### src/rtl/bsram_seq_pkg.sv
// Shared types of the burst SRAM address sequencer.
// Assumes: nothing beyond IEEE 1800-2017.
package bsram_seq_pkg;

    // Beat order captured at the start of a burst.
    typedef enum logic {
        ORD_INTLV  = 1'b0,
        ORD_LINEAR = 1'b1
    } beat_order_e;

    // Action that the strobe decoder requests for the current edge.
    typedef enum logic [1:0] {
        SEQ_NONE  = 2'd0,
        SEQ_LOAD  = 2'd1,
        SEQ_DESEL = 2'd2
    } seq_act_e;

endpackage

### src/rtl/bsram_strobe_dec.sv
// Strobe and chip-enable decoder.
// Turns the two address strobes and three chip enables into one action:
// load, deselect or none. The processor strobe counts only while ce1_n is
// low. The controller strobe always counts.
// Assumes: all inputs are sampled by the consumers on the same edge.
module bsram_strobe_dec
    import bsram_seq_pkg::*;
(
    input  logic     adsp_n,
    input  logic     adsc_n,
    input  logic     ce1_n,
    input  logic     ce2,
    input  logic     ce3_n,
    output seq_act_e act
);

    logic proc_ok;
    logic ctrl_ok;
    logic chip_sel;

    // Qualify each strobe and decode the selection.
    always_comb begin
        proc_ok  = !adsp_n && !ce1_n;
        ctrl_ok  = !adsc_n && !proc_ok;
        chip_sel = !ce1_n && ce2 && !ce3_n;
    end

    // Pick the action for this edge; processor strobe wins when both qualify.
    always_comb begin
        if (proc_ok || ctrl_ok) begin
            act = chip_sel ? SEQ_LOAD : SEQ_DESEL;
        end else begin
            act = SEQ_NONE;
        end
    end

endmodule

### src/rtl/bsram_addr_hold.sv
// Address hold register.
// Captures the upper address bits, the starting low bits and the beat order
// on a load, and keeps them for the whole burst.
// Assumes: act comes from the strobe decoder in the same cycle.
module bsram_addr_hold
    import bsram_seq_pkg::*;
#(
    parameter int ADDR_W = 17,
    parameter int CNT_W  = 2
) (
    input  logic              clk,
    input  logic              rst_n,
    input  seq_act_e          act,
    input  logic [ADDR_W-1:0] addr_in,
    input  logic              seq_linear,
    output logic [ADDR_W-1:CNT_W] upper_q,
    output logic [CNT_W-1:0]  start_q,
    output beat_order_e       order_q
);

    // Capture the address and order on a load, hold otherwise.
    always_ff @(posedge clk) begin
        if (!rst_n) begin
            upper_q <= '0;
            start_q <= '0;
            order_q <= ORD_INTLV;
        end else if (act == SEQ_LOAD) begin
            upper_q <= addr_in[ADDR_W-1:CNT_W];
            start_q <= addr_in[CNT_W-1:0];
            order_q <= seq_linear ? ORD_LINEAR : ORD_INTLV;
        end
    end

endmodule

### src/rtl/bsram_beat_ctr.sv
// Beat counter and burst-active flag.
// Clears the count on a load, clears the flag on a deselect, and otherwise
// steps the count on advance while a burst is active. The count wraps
// modulo 2**CNT_W.
// Assumes: act comes from the strobe decoder in the same cycle.
module bsram_beat_ctr
    import bsram_seq_pkg::*;
#(
    parameter int CNT_W = 2
) (
    input  logic             clk,
    input  logic             rst_n,
    input  seq_act_e         act,
    input  logic             adv_n,
    output logic [CNT_W-1:0] beat_q,
    output logic             active_q
);

    logic step;

    // Advance only inside a burst and only when no strobe acts.
    always_comb begin
        step = (act == SEQ_NONE) && active_q && !adv_n;
    end

    // Update the count and the flag.
    always_ff @(posedge clk) begin
        if (!rst_n) begin
            beat_q   <= '0;
            active_q <= 1'b0;
        end else begin
            case (act)
                SEQ_LOAD: begin
                    beat_q   <= '0;
                    active_q <= 1'b1;
                end
                SEQ_DESEL: begin
                    active_q <= 1'b0;
                end
                default: begin
                    if (step) begin
                        beat_q <= beat_q + CNT_W'(1);
                    end
                end
            endcase
        end
    end

endmodule

### src/rtl/bsram_addr_seq.sv
// Burst SRAM address sequencer, top level.
// Combines the strobe decoder, the address hold register and the beat
// counter. The low address bits are built from the start value and the
// beat count in either linear or interleaved order.
// Assumes: one clock domain and a synchronous active-low reset.
module bsram_addr_seq
    import bsram_seq_pkg::*;
#(
    parameter int ADDR_W = 17,
    parameter int CNT_W  = 2
) (
    input  logic              clk,
    input  logic              rst_n,
    input  logic [ADDR_W-1:0] addr_in,
    input  logic              adsp_n,
    input  logic              adsc_n,
    input  logic              adv_n,
    input  logic              ce1_n,
    input  logic              ce2,
    input  logic              ce3_n,
    input  logic              seq_linear,
    output logic [ADDR_W-1:0] arr_addr,
    output logic              burst_act
);

    localparam int UP_W = ADDR_W - CNT_W;

    seq_act_e                 act;
    logic [UP_W-1:0]          upper_q;
    logic [CNT_W-1:0]         start_q;
    beat_order_e              order_q;
    logic [CNT_W-1:0]         beat_q;
    logic                     active_q;
    logic [CNT_W-1:0]         lo_lin;
    logic [CNT_W-1:0]         lo_intlv;
    logic [CNT_W-1:0]         lo_sel;

    bsram_strobe_dec u_dec (
        .adsp_n (adsp_n),
        .adsc_n (adsc_n),
        .ce1_n  (ce1_n),
        .ce2    (ce2),
        .ce3_n  (ce3_n),
        .act    (act)
    );

    bsram_addr_hold #(
        .ADDR_W (ADDR_W),
        .CNT_W  (CNT_W)
    ) u_hold (
        .clk        (clk),
        .rst_n      (rst_n),
        .act        (act),
        .addr_in    (addr_in),
        .seq_linear (seq_linear),
        .upper_q    (upper_q),
        .start_q    (start_q),
        .order_q    (order_q)
    );

    bsram_beat_ctr #(
        .CNT_W (CNT_W)
    ) u_ctr (
        .clk      (clk),
        .rst_n    (rst_n),
        .act      (act),
        .adv_n    (adv_n),
        .beat_q   (beat_q),
        .active_q (active_q)
    );

    // Linear order: modular add of the beat count.
    always_comb begin
        lo_lin = start_q + beat_q;
    end

    // Interleaved order: per-bit XOR of start value and beat count.
    for (genvar b = 0; b < CNT_W; b++) begin : g_intlv
        assign lo_intlv[b] = start_q[b] ^ beat_q[b];
    end

    // Select the order captured at load and assemble the outputs.
    always_comb begin
        lo_sel    = (order_q == ORD_LINEAR) ? lo_lin : lo_intlv;
        arr_addr  = {upper_q, lo_sel};
        burst_act = active_q;
    end

endmodule

### config.mk
export PLATFORM = sky130hd
export DESIGN_NAME = bsram_addr_seq
export DESIGN_NICKNAME = d
export VERILOG_FILES = /design/src/rtl/bsram_seq_pkg.sv /design/src/rtl/bsram_strobe_dec.sv /design/src/rtl/bsram_addr_hold.sv /design/src/rtl/bsram_beat_ctr.sv /design/src/rtl/bsram_addr_seq.sv
export SDC_FILE = /design/constraint.sdc
export NUM_CORES = 1
export LEC_CHECK = 0
export BUFFER_PORTS_ARGS = -buffer_cell sky130_fd_sc_hd__buf_4
export CAP_MARGIN = 5
export CORE_UTILIZATION = 47
export CTS_CLUSTER_SIZE = 16
export DETAILED_ROUTE_END_ITERATION = 16
export HOLD_SLACK_MARGIN = 0.05
export MAX_ROUTING_LAYER = met4
export PLACE_DENSITY = 0.94
export SLEW_MARGIN = 20
export SYNTH_ARGS = -nofsm -noshare
export SYNTH_HDL_FRONTEND = slang
export SYNTH_SLANG_ARGS = --single-unit
### constraint.sdc
create_clock -name clk -period 3.1 [get_ports clk]
set_input_delay 0.62 -clock clk [delete_from_list [all_inputs] [get_ports clk]]
set_output_delay 0.62 -clock clk [all_outputs]
set_load 0.02 [all_outputs]
==> impl_metrics.env <==
export IMPL_place_ws_ns=1.31
export IMPL_drc=0
export IMPL_finalHoldViolCount=0
export IMPL_fin_nets=169
export IMPL_hold_class="register to register"
export IMPL_clock_latency_ns=0.31
export IMPL_crit_type="register to output port"
export IMPL_tightest_slew_ns=0.723
export IMPL_avgSynthCellArea_sq_um=8.80
export IMPL_first_pass_iters=4
export IMPL_core_area_sq_mm=0.00175
export IMPL_slew_limit_headroom_pct=51.7
export IMPL_start_util_pct=50.4
export IMPL_fin_crit_sh_pct=58.9
export IMPL_ys_ff_latch=21
export IMPL_port_buffers=43
export IMPL_rsz0062_at_grt="no"
export IMPL_setup_ws_ns=1.28
export IMPL_post_cts_buffers=0
export IMPL_p_switching_w=0.000129
export IMPL_cts_sinks=21
export IMPL_wl_per_cell_um=13.2
export IMPL_ys_seq_area_share_pct=47.8
export IMPL_timing_setup_tns_ns=0
export IMPL_drt_initial_drc_count=16
export IMPL_netlist_area_sq_um=880
export IMPL_fp_row_count=15
export IMPL_first_global_vias=850
export IMPL_fp_dieW_um=45.3
export IMPL_power_internal_w=0.000364
export IMPL_drv_cap=0
export IMPL_die_area_sq_mm=0.00205
export IMPL_switching_share_pct=26.2
export IMPL_via_per_inst=5.40
export IMPL_antenna_found_initial=0
export IMPL_synth_xor_area_share_pct=1.99
export IMPL_synth_top_family_by_area="compound AO/OA/AOI/OAI gates"
export IMPL_cpMaxStageDelayCell="dfxtp_1"
export IMPL_final_max_slew_viol_count=0
export IMPL_pwr_share_seq_pct=57.0
export IMPL_syn_inst=100
export IMPL_place_area_sq_mm=0.00118
export IMPL_synthAdderAreaFrac_pct=1.42
export IMPL_synth_compound_area_share_pct=28.2
export IMPL_cp_slowest_stage_delay_ns=0.39
export IMPL_synth_mux_area_share_pct=0
export IMPL_ctsHoldBuffers=0
export IMPL_cts_root_buf="clkbuf_4"
export IMPL_synth_nets=127
export IMPL_rr_worst_depth=3
export IMPL_clock_path_buffers=2
export IMPL_dieHeight_um=45.3
export IMPL_grt_total_usage_pct=23.5
export IMPL_hpwlAfterDp_mm=1.55
export IMPL_diodes=0
export IMPL_ctsResizeCount=0
export IMPL_wl_mm=2.19
export IMPL_skew_ns=0.000119
export IMPL_p_clk_share_pct=27.4
export IMPL_worstPathMaxFanout=4
export IMPL_endpoint_kind="output port"
export IMPL_via_count=897
export IMPL_leakagePower_nw=0.490
export IMPL_ir_worst_vdd_v=0.000218
export IMPL_clk_pin_slew_worst_paths_ns=0.12
export IMPL_grt_max_degree=21
export IMPL_yosys_area_share_simple_pct=13.2
export IMPL_gp_congestion=0.752
export IMPL_ys_warn_count=0
export IMPL_hold_path_depth=2
export IMPL_final_cell_area_sq_mm=0.00120
export IMPL_cp_data_required_time_ns=2.48
export IMPL_cts_tree="yes"
export IMPL_period_needed_ns=1.82
export IMPL_crit_path_start_kind="register"
export IMPL_timing_fmax_mhz=548
export IMPL_combPwrFrac_pct=15.6
export IMPL_crit_chain="ha_1 -> nand2_1 -> xnor2_1 -> buf_4"
export IMPL_arrival_ns=1.20
export IMPL_hold_ws_ns=0.485
export IMPL_grt_overflow=0
export IMPL_htreeDepth=1
export IMPL_status="completed"
export IMPL_grt_pass1_wl_mm=3.42
export IMPL_ys_types=20
export IMPL_postRouteAntennaNets=0
export IMPL_syn_to_final_growth_pct=36.7
export IMPL_drive_gt1_share_pct=34.0
export IMPL_ioPinCount=44
export IMPL_power_density_mw_per_mm2=410
export IMPL_finalSetupViolCount=0
export IMPL_cts_made_buffers=3
## layer usage
| layer | part of all wire (%) | up-vias | wire [um] | GRT usage (%) |
|---|---|---|---|---|
| met5 | 0 | - | 0 | - |
| met4 | 1.7 | 0 | 37 | 11.5 |
| met3 | 4.8 | 7 | 105 | 2.40 |
| met2 | 50 | 37 | 1100 | 39.7 |
| met1 | 43 | 410 | 940 | 27.8 |
| li1 | - | 443 | - | - |
## area by class of cell
class	count	area (sq um)
Clock buffer	4	26.3
Tap cell	25	31.3
Fill cell	156	543
Timing Repair Buffer	43	323
Inverter	2	7.51
Sequential cell	21	420
Multi-Input combinational cell	71	394
## cells by family after synthesis
kind of cell | count (synthesis)
AOI/OAI and AO/OA | 45
and+or+nand+nor | 23
DFF | 21
buffers and inverters | 8
xor gates and xnor gates | 2
adders and majority gates | 1
## flip-flops by register name, summed over array words and instances (netlist names)
signal	cells
u_hold.upper_q	15
u_ctr.beat_q	2
u_hold.start_q	2
u_ctr.active_q	1
u_hold.order_q	1
## synth_stat cells, drive strengths merged
master,number,area [sq um]
nand2b,1,6.26
nand3,18,90.1
buf,2,16.3
dfxtp,21,420
a211oi,1,20.0
clkbuf,3,31.3
or3,2,12.5
o21ai,21,105
clkdlybuf4s25,1,10.0
o211ai,1,7.51
inv,1,3.75
ha,1,12.5
xor2,1,8.76
nand2,2,7.51
xnor2,1,8.76
a21oi,21,105
a211o,1,10.0
clkinv,1,3.75
## layout by cell type, fill, tap and decap left out, drive strengths merged
cell and count:
a211o 1, a211oi 1, a21oi 21, buf 43, clkbuf 4, clkinv 1, dfxtp 21, ha 1
inv 1, nand2 2, nand2b 1, nand3 18, o211ai 1, o21ai 21, or3 2, xnor2 1
xor2 1
## per-stage QoR
| step | std cells | total power [W] | utilization [%] |
|---|---|---|---|
| after global placement | 162 | 0.000361 | 67.4 |
| after floorplan | 100 | 0.000325 | - |
| after global routing | 166 | 0.000511 | 68.9 |
| final | 166 | 0.000492 | 68.9 |
| after CTS | 166 | 0.000491 | 68.9 |
| after detailed placement | 162 | 0.000363 | 67.4 |
## critical path, delay by kind of cell, from the launching register on
| kind | cells | cell delay (ns) |
|---|---|---|
| xor+xnor | 1 | 0.13 |
| fa+ha+maj | 1 | 0.16 |
| buf+inv | 1 | 0.16 |
| flops | 1 | 0.39 |
| simple gates | 1 | 0.06 |
## worst paths after layout
kind	start	to	slack, ns
max reg2reg	u_ctr.active_q	u_ctr.beat_q[1]	1.99
min reg2reg	u_hold.upper_q[2]	u_hold.upper_q[2]	0.48
min	u_hold.upper_q[2]	u_hold.upper_q[2]	0.48
max	u_ctr.beat_q[0]	arr_addr[1]	1.28
## power groups by stage
stage / combinational (W) / sequential, W / clock [W]
2_1_floorplan: 0.0000314 / 0.000293 / 0
4_1_cts: 0.0000767 / 0.000281 / 0.000133
5_1_grt: 0.0000829 / 0.000282 / 0.000146
3_3_place_gp: 0.0000749 / 0.000286 / 0
6_report: 0.0000770 / 0.000281 / 0.000135
3_5_place_dp: 0.0000765 / 0.000287 / 0
Power figures use the tool's default switching activity.
